<file path="src/rtl/lwi_pkg.sv">
package lwi_pkg;
  typedef enum logic [1:0] {
    PERS_1  = 2'b00,
    PERS_4  = 2'b01,
    PERS_8  = 2'b10,
    PERS_16 = 2'b11
  } persist_e;

  localparam int unsigned MAX_RUN = 16;
  localparam int unsigned CNT_W   = $clog2(MAX_RUN + 1);

  function automatic logic [CNT_W-1:0] run_len(persist_e p);
    case (p)
      PERS_1:  return CNT_W'(1);
      PERS_4:  return CNT_W'(4);
      PERS_8:  return CNT_W'(8);
      default: return CNT_W'(MAX_RUN);
    endcase
  endfunction
endpackage

</file>
<file path="src/rtl/lwi_window_cmp.sv">
module lwi_window_cmp #(
  parameter int unsigned DATA_W = 16
) (
  input  logic [DATA_W-1:0] res_i,
  input  logic [DATA_W-1:0] lo_i,
  input  logic [DATA_W-1:0] hi_i,
  output logic              out_o
);
  logic below, above;
  // inclusive bounds on both sides
  assign below = (res_i <= lo_i);
  assign above = (res_i >= hi_i);
  assign out_o = below | above;
endmodule

</file>
<file path="src/rtl/lwi_run_ctr.sv">
module lwi_run_ctr
  import lwi_pkg::*;
(
  input  logic     clk_i,
  input  logic     rst_ni,
  input  logic     vld_i,
  input  logic     out_i,
  input  persist_e persist_i,
  output logic     hit_o
);
  persist_e         persist_q;
  logic             pers_chg;
  logic [CNT_W-1:0] cnt_q, cnt_d, base, inc, need;

  assign pers_chg = (persist_i != persist_q);
  assign need     = run_len(persist_i);
  assign base     = pers_chg ? '0 : cnt_q;
  assign inc      = base + CNT_W'(1);
  assign hit_o    = vld_i && out_i && (inc >= need);

  always_comb begin
    cnt_d = base;
    if (vld_i) begin
      if (!out_i)     cnt_d = '0;
      else if (hit_o) cnt_d = need;   // saturate at N
      else            cnt_d = inc;
    end
  end

  always_ff @(posedge clk_i or negedge rst_ni) begin
    if (!rst_ni) begin
      cnt_q     <= '0;
      persist_q <= PERS_1;
    end else begin
      cnt_q     <= cnt_d;
      persist_q <= persist_i;
    end
  end

  p_inwin_clears_r3: assert property (@(posedge clk_i) disable iff (!rst_ni)
    (vld_i && !out_i) |=> (cnt_q == '0));

  p_chg_restarts_r8: assert property (@(posedge clk_i) disable iff (!rst_ni)
    (pers_chg && !vld_i) |=> (cnt_q == '0));

  p_run_step_r2: assert property (@(posedge clk_i) disable iff (!rst_ni)
    (vld_i && out_i && !pers_chg && !hit_o) |=> (cnt_q == $past(cnt_q) + CNT_W'(1)));

  p_no_overflow_r4: assert property (@(posedge clk_i) disable iff (!rst_ni)
    cnt_q <= CNT_W'(MAX_RUN));

  p_idle_holds_r9: assert property (@(posedge clk_i) disable iff (!rst_ni)
    (!vld_i && !pers_chg) |=> $stable(cnt_q));
endmodule

</file>
<file path="src/rtl/lwi_irq_latch.sv">
module lwi_irq_latch (
  input  logic clk_i,
  input  logic rst_ni,
  input  logic set_i,
  input  logic clr_i,
  output logic stat_o
);
  logic stat_q;

  always_ff @(posedge clk_i or negedge rst_ni) begin
    if (!rst_ni)     stat_q <= 1'b0;
    else if (set_i)  stat_q <= 1'b1;   // set beats clear
    else if (clr_i)  stat_q <= 1'b0;
  end

  assign stat_o = stat_q;

  p_set_r5: assert property (@(posedge clk_i) disable iff (!rst_ni)
    set_i |=> stat_o);

  p_hold_r5: assert property (@(posedge clk_i) disable iff (!rst_ni)
    (stat_o && !clr_i) |=> stat_o);

  p_clear_r6: assert property (@(posedge clk_i) disable iff (!rst_ni)
    (clr_i && !set_i) |=> !stat_o);

  p_rise_needs_set_r7: assert property (@(posedge clk_i) disable iff (!rst_ni)
    $rose(stat_o) |-> $past(set_i));
endmodule

</file>
<file path="src/rtl/light_window_irq.sv">
module light_window_irq
  import lwi_pkg::*;
#(
  parameter int unsigned DATA_W = 16
) (
  input  logic              clk_i,
  input  logic              rst_ni,
  input  logic [DATA_W-1:0] res_i,
  input  logic              res_vld_i,
  input  logic [DATA_W-1:0] thr_lo_i,
  input  logic [DATA_W-1:0] thr_hi_i,
  input  logic [1:0]        persist_i,
  input  logic              clr_i,
  output logic              irq_pull_o,
  output logic              irq_stat_o
);
  logic out_win, hit, stat;

  lwi_window_cmp #(.DATA_W(DATA_W)) u_cmp (
    .res_i (res_i),
    .lo_i  (thr_lo_i),
    .hi_i  (thr_hi_i),
    .out_o (out_win)
  );

  lwi_run_ctr u_run (
    .clk_i     (clk_i),
    .rst_ni    (rst_ni),
    .vld_i     (res_vld_i),
    .out_i     (out_win),
    .persist_i (persist_e'(persist_i)),
    .hit_o     (hit)
  );

  lwi_irq_latch u_latch (
    .clk_i  (clk_i),
    .rst_ni (rst_ni),
    .set_i  (hit),
    .clr_i  (clr_i),
    .stat_o (stat)
  );

  assign irq_stat_o = stat;
  assign irq_pull_o = stat;

  p_hit_needs_oow_r1: assert property (@(posedge clk_i) disable iff (!rst_ni)
    hit |-> (res_vld_i && ((res_i <= thr_lo_i) || (res_i >= thr_hi_i))));

  p_pin_matches_stat_r5: assert property (@(posedge clk_i) disable iff (!rst_ni)
    irq_pull_o == irq_stat_o);
endmodule

</file>
<file path="config.mk">
export PLATFORM = sky130hd
export DESIGN_NAME = light_window_irq
export DESIGN_NICKNAME = d
export VERILOG_FILES = /design/src/rtl/lwi_pkg.sv /design/src/rtl/lwi_window_cmp.sv /design/src/rtl/lwi_run_ctr.sv /design/src/rtl/lwi_irq_latch.sv /design/src/rtl/light_window_irq.sv
export SDC_FILE = /design/constraint.sdc
export NUM_CORES = 1
export LEC_CHECK = 0
export CORE_ASPECT_RATIO = 2
export CORE_MARGIN = 2
export CORE_UTILIZATION = 39
export DETAILED_ROUTE_END_ITERATION = 8
export PLACE_DENSITY = 0.82
export SLEW_MARGIN = 10
export SYNTH_ARGS = -nofsm -noshare
export SYNTH_HDL_FRONTEND = slang
export SYNTH_SLANG_ARGS = --single-unit
export TNS_END_PERCENT = 20
</file>
<file path="constraint.sdc">
create_clock -name clk_i -period 2.55 [get_ports clk_i]
set_input_delay 0.51 -clock clk_i [delete_from_list [all_inputs] [get_ports clk_i]]
set_output_delay 0.51 -clock clk_i [all_outputs]
set_load 0.01 [all_outputs]
</file>
==> results of run 1 <==
==> path summary, 6_finish.rpt <==
check	from	to	slack [ps]	cells past startpoint
max in group asynchronous	rst_ni	u_run.cnt_q[0]$_DFF_PN0_	1730	1
setup reg to reg	u_run.persist_q[0]$_DFF_PN0_	u_run.cnt_q[4]$_DFF_PN0_	210	11
min in group asynchronous	rst_ni	u_run.cnt_q[3]$_DFF_PN0_	550	1
hold reg to reg	u_latch.stat_o$_DFFE_PN0P_	u_latch.stat_o$_DFFE_PN0P_	540	1
hold / removal	u_latch.stat_o$_DFFE_PN0P_	u_latch.stat_o$_DFFE_PN0P_	540	1
setup / recovery	res_i[13]	u_run.cnt_q[2]$_DFF_PN0_	120	9
==> where the power goes <==
group,internal [mW],switching [mW]
clock,0.103,0.0539
combinational,0.195,0.137
sequential,0.138,0.0134
total,0.436,0.204
==> cells by family after synthesis <==
| group | count (synthesis) | synth area share |
|---|---|---|
| DFF | 8 | 0.150 |
| muxes | 3 | 0.0235 |
| AOI/OAI and AO/OA | 38 | 0.193 |
| and+or+nand+nor | 43 | 0.165 |
| xor gates and xnor gates | 5 | 0.0328 |
| adders and majority gates | 35 | 0.328 |
| buffers and inverters | 37 | 0.107 |
==> Yosys cell counts (all sizes together), types with 3 or more instances <==
library cell  count
nand3             5
a21o              3
ha               35
nor2             11
a211oi            5
inv              36
nand2            13
nand4             5
a32o              3
o21ai             6
xor2              4
nor3              3
a21oi            13
dfrtp             8
==> metal layers <==
metal / vias up / track usage / part of all wire
li1: 759 / - / -
met1: 677 / 0.175 / 0.30
met2: 53 / 0.451 / 0.63
met3: 13 / 0.0188 / 0.040
met4: 0 / 0.0909 / 0.029
met5: - / 0 / 0
==> timing repair <==
action,in CTS,in global routing
buffers inserted,1,0
endpoints found under the hold margin,0,0
resized for setup,5,10
endpoints found under the setup margin,3,6
pin swaps,3,3
==> worst reg2reg max path, stage by stage, from the launching register on <==
cell and delay (ps):
dfrtp_1 430, xor2_2 200, nor2_2 140, nand2_1 80, inv_1 60, ha_1 240
a21o_1 190, a21oi_2 140, o21ai_2 100, or4_1 410, a21oi_1 160, o21a_1 130
==> area by class of cell <==
cell class / count / share of cell area
Clock buffer: 3 / 0.0187
Inverter: 36 / 0.0613
Multi-Input combinational cell: 124 / 0.472
Sequential cell: 8 / 0.0908
Tap cell: 32 / 0.0182
Timing Repair Buffer: 81 / 0.339
==> stage by stage <==
step	cells	hold WS [ps]	instance area (um2)	power, mW	utilization
5_1_grt	284	546	2200	0.682	0.660
3_5_place_dp	280	527	2100	0.468	0.630
6_report	284	542	2200	0.640	0.660
4_1_cts	284	540	2160	0.629	0.646
3_3_place_gp	280	519	2100	0.457	0.630
2_1_floorplan	169	214	1330	0.288	-
==> state kept, by name (all words and copies together) (netlist names) <==
signal,flops
u_run.persist_q,2
u_run.cnt_q,5
u_latch.stat_o,1
==> impl_metrics.csv, run 1 <==
group,metric,value,unit
layout,drive_gt1_frac,0.175,
placement,dp_hpwl,3.34,mm
grt,antenna_found_initial,0,
power_and_ir_drop,p_per_area,290,nW/um2
grt,grt_remaining_overflow,0,
layout,final_common_cell,"clkdlybuf4s50_1",
clock_network,clock_path_buffers,2,
setup_path,cp-end-kind,"register",
synth,syn_avg_cell_area,7.89,um2
setup_path,cp.required,2670,ps
routing,ant_nets,0,
routing,wirelength,3.85,mm
routing,drcViolationCount,0,
setup_path,cp_top_family,"compound AO/OA/AOI/OAI gates",
power_and_ir_drop,ir_drop,324,uV
floorplan,core,3340,um2
clock_network,clk_latency,240,ps
clock_network,cts_tree,"yes",
grt,grt_max_degree,9,
synth,async_reset_ff_frac,1.00,
floorplan,die_h,86.7,um
synth,synth_seq_cells,8,
setup_path,worst_path_largest_cell_delay,430,ps
layout,layout.nets,343,
timing,setup_ws,120,ps
synth,syn_area,1330,um2
grt,grt_pass1_vias,1665,
setup_path,cp_cell_sequence,"clkdlybuf4s50_1 > buf_4 > ha_1 > a211oi_2 > nor2_1 > a211oi_1 > o21ai_1 > a211o_2 > a32o_2",
synth,synthesis.instances,169,
floorplan,die_width,45.4,um
layout,n_antenna_cell,0,
synth,synthTopCellsByArea,"ha_1 33%, dfrtp_1 15%, inv_1 10%",
clock_network,clkTransAtPathRegs,40,ps
clock_network,htree_num_levels,1,
layout,area_delta_synth_final,65.3,%
synth,synth_nets,258,
timing,finClkSkew,6.87,ps
placement,gp_congestion,0.874,
synth,yosys.area.top_type,"ha_1",
timing,fin_tns_setup,0,ps
synth,synth_cell_types,33,
power_and_ir_drop,leakage,1.14,nW
floorplan,rows,30,
timing,fmax,411,MHz
synth,synthFlopType,"dfrtp_1",
synth,yosysWarnings,0,
layout,final_cell_mix,"53 x clkdlybuf4s50_1, 36 x inv_1, 35 x ha_1",
timing,slew-limit-headroom,0.759,
timing,rsz0062_at_grt,"no",
floorplan,start_util,0.399,
setup_path,slowest_stage,"clkdlybuf4s50_1",
routing,vias,1502,
grt,grt_use_total,0.213,
synth,yosysSeqAreaShare,0.150,
floorplan,pin_count,56,
worst_hold_path,worstHoldPathType,"register to register",
routing,first_pass_iters,4,
placement,pre_cts_ws,-348,ps
grt,grt_pass1_wl,6.33,mm
timing,hold_viol,0,
layout,multiInputGateArea,1040,um2
routing,vias_per_cell,5.29,
setup_path,crit_arrival,2550,ps
routing,first_iter_violations,18,
clock_network,cts_hold_buf,0,
routing,wl_per_cell,13.5,um
layout,fillCellCount,275,
layout,seq_area,200,um2
setup_path,cp_num_buf_inv,2,
timing,worst_pin_slew,361,ps
flow_run,drv_cap,0,
timing,post-route-min-period,2430,ps
clock_network,cts_sinks,8,
synth,synth_top_area_frac,0.328,
timing,period_share,0.953,
timing,setup_viol,0,
floorplan,die_area,3930,um2
setup_path,cp-start-kind,"input port",
timing,finalMaxSlewViolations,0,
run_status,outcome,"finished clean",
setup_path,path_max_fanout,6,
clock_network,root_buffer,"clkbuf_8",
placement,numPortBuffers,55,
setup_path,path_class,"input port to register",
clock_network,numCtsBuffers,3,
synth,synth_edf_count,0,
Power figures use the tool's default switching activity.
==> run 2, diff against run 1 <==
Settings changed: CAP_MARGIN set to 5, CORE_UTILIZATION 39 to 40, PLACE_DENSITY 0.82 to 0.81.
Clock period 2.55 ns to 2.3 ns, I/O delays scaled along.
==> impl_metrics.csv, run 2 (synthesized netlist as in run 1, its figures left out) <==
group,metric,value,unit
grt,grt_remaining_overflow,0,
timing,slew-limit-headroom,0.755,
setup_path,cp_cell_sequence,"clkdlybuf4s50_1 > inv_1 > ha_4 > a21oi_2 > nor2_1 > a211oi_2 > a2111oi_4 > a211o_2 > a32o_1",
setup_path,path_max_fanout,6,
setup_path,cp-end-kind,"register",
layout,layout.nets,342,
routing,vias,1518,
routing,vias_per_cell,5.38,
clock_network,htree_num_levels,1,
timing,period_share,0.995,
layout,drive_gt1_frac,0.311,
floorplan,start_util,0.418,
timing,finClkSkew,1.39,ps
clock_network,clkTransAtPathRegs,40,ps
routing,ant_nets,0,
routing,drcViolationCount,0,
power_and_ir_drop,p_per_area,306,nW/um2
floorplan,pin_count,56,
floorplan,rows,29,
timing,post-route-min-period,2290,ps
clock_network,cts_sinks,8,
layout,final_common_cell,"clkdlybuf4s50_1",
placement,dp.cells,275,
layout,fin_cells,282,
clock_network,clock_path_buffers,2,
floorplan,die_h,85.7,um
flow_run,drv_cap,0,
clock_network,clk_latency,230,ps
setup_path,cp.required,2420,ps
placement,gp_congestion,0.925,
setup_path,cp-start-kind,"input port",
floorplan,die_area,3840,um2
grt,grt_pass1_vias,1485,
clock_network,root_buffer,"clkbuf_8",
setup_path,r2r_slack,110,ps
routing,first_pass_iters,4,
routing,wl_per_cell,15.2,um
routing,wirelength,4.29,mm
grt,antenna_found_initial,0,
layout,area_delta_synth_final,82.6,%
power_and_ir_drop,ir_drop,486,uV
routing,first_iter_violations,22,
worst_hold_path,worstHoldPathType,"input port to async pin",
grt,grt_use_total,0.208,
layout,fillCellCount,223,
timing,worst_pin_slew,367,ps
placement,numPortBuffers,55,
layout,n_antenna_cell,0,
setup_path,slowest_stage,"clkdlybuf4s50_1",
setup_path,worst_path_largest_cell_delay,450,ps
run_status,outcome,"finished clean",
timing,fmax,437,MHz
timing,setup_viol,0,
power_and_ir_drop,leakage,1.25,nW
layout,final_cell_mix,"33 x clkdlybuf4s50_1, 26 x inv_1, 25 x buf_4",
setup_path,path_class,"input port to register",
clock_network,numCtsBuffers,3,
placement,dp_hpwl,3.22,mm
clock_network,cts_tree,"yes",
grt,grt_max_degree,9,
layout,largest_register,"u_run.cnt_q",
timing,fin_tns_setup,0,ps
setup_path,crit_arrival,2410,ps
layout,largest_register_ffs,5,
floorplan,die_width,44.8,um
grt,grt_pass1_wl,6.08,mm
timing,rsz0062_at_grt,"yes",
timing,hold_viol,0,
floorplan,core,3190,um2
timing,finalMaxSlewViolations,0,
## run 2: critical path: cells and delay by family
family / cells / cell delay, ps
adders and majority gates: 1 / 220
AOI/OAI and AO/OA: 5 / 1170
and+or+nand+nor: 1 / 60
buffers and inverters: 2 / 510
## run 2: timing repair
| action | CTS | global route |
|---|---|---|
| gates resized for setup | 24 | 46 |
| setup endpoints to repair | 6 | 6 |
| buffers inserted | 0 | 4 |
| pin swaps | 10 | 19 |
| hold buffers | 0 | 0 |
## run 2: cell type report
type	instances	area, um2	area share
inverters	36	135	0.0555
well taps	31	38.8	0.0159
clock buffers	3	41.3	0.0169
multi-input cells	124	1270	0.521
repair buffers	80	748	0.307
flip-flops and latches	8	203	0.0832
## run 2: final timing paths
kind | startpoint | endpoint | cells past startpoint
max | thr_hi_i[5] | u_latch.stat_o$_DFFE_PN0P_ | 9
min | rst_ni | u_run.cnt_q[4]$_DFF_PN0_ | 1
max reg2reg | u_run.persist_q[1]$_DFF_PN0_ | u_run.cnt_q[4]$_DFF_PN0_ | 9
min reg2reg | u_latch.stat_o$_DFFE_PN0P_ | u_latch.stat_o$_DFFE_PN0P_ | 1
max in group asynchronous | rst_ni | u_run.cnt_q[0]$_DFF_PN0_ | 1
min in group clk_i | u_latch.stat_o$_DFFE_PN0P_ | u_latch.stat_o$_DFFE_PN0P_ | 1
## run 2: stage by stage
stage          utilization  power [mW]  setup WS [ps]  instance area [um2]  hold slack (ps)
6_report             0.763       0.745           10.6                 2440              511
4_1_cts              0.688       0.697           3.57                 2200              517
5_1_grt              0.763       0.797          -41.5                 2440              539
2_1_floorplan            -       0.323          -14.7                 1360              164
3_3_place_gp         0.656       0.503           -453                 2090              525
3_5_place_dp         0.656       0.511           -515                 2090              518
## run 2: per-layer routing
metal,share of wire,GRT usage,vias to the layer above
met5,0,0,-
met4,0.017,0.0802,0
met3,0.030,0.0105,6
met2,0.60,0.418,47
met1,0.35,0.202,705
li1,-,-,760
## run 2: power breakdown
group	internal, mW	total [mW]	switching (mW)
logic	0.228	0.408	0.179
registers	0.154	0.166	0.0124
clock network	0.113	0.171	0.0572
==> run 3, diff against run 2 <==
Settings changed: MAX_ROUTING_LAYER set to met4.
==> impl_metrics.csv, run 3 (synthesized netlist as in run 1, its figures left out) <==
group,metric,value,unit
clock_network,numCtsBuffers,3,
timing,rsz0062_at_grt,"yes",
routing,vias_per_cell,5.62,
flow_run,drv_cap,0,
floorplan,rows,29,
layout,layout.nets,349,
clock_network,clkTransAtPathRegs,40,ps
timing,hold_ws,517,ps
clock_network,root_buffer,"clkbuf_8",
layout,drive_gt1_frac,0.349,
grt,grt_remaining_overflow,0,
power_and_ir_drop,totalPowerFinal,786,uW
routing,wl_per_cell,18.0,um
setup_path,path_class,"input port to register",
routing,topRoutingLayerUsed,"met4",
power_and_ir_drop,p_per_area,312,nW/um2
clock_network,cts_hold_buf,0,
setup_path,crit_arrival,2490,ps
floorplan,die_h,85.7,um
layout,final_cell_mix,"33 x clkdlybuf4s50_1, 30 x buf_4, 25 x inv_1",
floorplan,die_area,3840,um2
floorplan,die_width,44.8,um
routing,met3WireLength,265,um
layout,fillCellCount,190,
placement,dp_hpwl,3.37,mm
setup_path,path_max_fanout,6,
grt,antenna_found_initial,0,
placement,pre_cts_ws,-529,ps
timing,setup_ws,-82.1,ps
clock_network,cts_tree,"yes",
grt,grt_use_total,0.260,
timing,period_share,1.04,
grt,grt_pass1_vias,1787,
routing,met2WireLength,3.09,mm
routing,ant_nets,0,
clock_network,cts_sinks,8,
routing,first_iter_violations,39,
power_and_ir_drop,leakage,1.27,nW
floorplan,pin_count,56,
layout,final_common_cell,"clkdlybuf4s50_1",
routing,vias,1624,
grt,grt_pass1_wl,7.28,mm
layout,area_delta_synth_final,88.7,%
layout,multiInputGateArea,1300,um2
setup_path,cp.required,2410,ps
worst_hold_path,worstHoldPathType,"input port to register",
clock_network,clk_latency,230,ps
timing,slew-limit-headroom,0.729,
setup_path,cp-start-kind,"input port",
routing,first_pass_iters,4,
routing,wl_met1,1.63,mm
run_status,violations,"negative setup slack",
timing,fmax,420,MHz
timing,setup_viol,4,
timing,fin_tns_setup,-238,ps
timing,finClkSkew,3.64,ps
clock_network,clock_path_buffers,2,
layout,largest_register_ffs,5,
placement,gp_congestion,0.892,
timing,hold_viol,0,
layout,n_antenna_cell,0,
timing,worst_pin_slew,405,ps
floorplan,core,3190,um2
setup_path,cp-end-kind,"register",
grt,grt_max_degree,9,
layout,seq_area,203,um2
floorplan,start_util,0.418,
power_and_ir_drop,ir_drop,408,uV
placement,numPortBuffers,55,
layout,largest_register,"u_run.cnt_q",
clock_network,htree_num_levels,1,
timing,finalMaxSlewViolations,0,
routing,drcViolationCount,0,
timing,post-route-min-period,2380,ps
routing,wirelength,5.21,mm
run_status,outcome,"complete, but fails checks",
[run 3: what timing repair did]
action,4_1_cts,5_1_grt
gates resized for setup,43,36
endpoints found under the setup margin,6,6
setup buffers,6,2
pin swaps,22,20
[run 3: layer usage]
layer,vias to the layer above,track usage
met1,759,0.196
li1,772,-
met3,24,0.0526
met4,0,0.126
met2,69,0.522
met5,-,-
[run 3: where the power goes]
| part | internal (mW) | total (mW) | leakage, nW | switching (mW) |
|---|---|---|---|---|
| registers | 0.154 | 0.168 | 0.101 | 0.0139 |
| clock network | 0.113 | 0.167 | 0.0216 | 0.0540 |
| logic | 0.251 | 0.451 | 1.15 | 0.200 |
[run 3: final cells by class]
type | count | area share
clock buffer | 3 | 0.0164
inverter | 36 | 0.0537
multi-input combinational | 124 | 0.516
sequential | 8 | 0.0805
tap | 31 | 0.0154
timing repair buffer | 87 | 0.318
[run 3: final timing paths]
| check | slack (ps) | start | endpoint | depth (start not counted) |
|---|---|---|---|---|
| max reg2reg | -10 | u_run.cnt_q[0]$_DFF_PN0_ | u_run.cnt_q[3]$_DFF_PN0_ | 12 |
| min | 520 | persist_i[0] | u_run.persist_q[0]$_DFF_PN0_ | 2 |
| min reg2reg | 550 | u_latch.stat_o$_DFFE_PN0P_ | u_latch.stat_o$_DFFE_PN0P_ | 1 |
| min in group asynchronous | 530 | rst_ni | u_latch.stat_o$_DFFE_PN0P_ | 1 |
| max in group asynchronous | 1460 | rst_ni | u_run.cnt_q[0]$_DFF_PN0_ | 1 |
| max | -80 | thr_hi_i[2] | u_latch.stat_o$_DFFE_PN0P_ | 8 |
[run 3: worst max-delay path: stages]
cell	delay (ps)
clkdlybuf4s50_1	460
inv_1	40
ha_1	290
a211oi_1	290
a211o_1	250
a2111oi_4	90
a211o_2	350
a32o_1	270
[run 3: through the flow]
step	util	instance area, um2	std cells
after floorplan	-	1360	169
after global placement	0.663	2120	278
after detailed placement	0.663	2120	278
after CTS	0.732	2340	287
final	0.788	2520	289
after global routing	0.788	2520	289
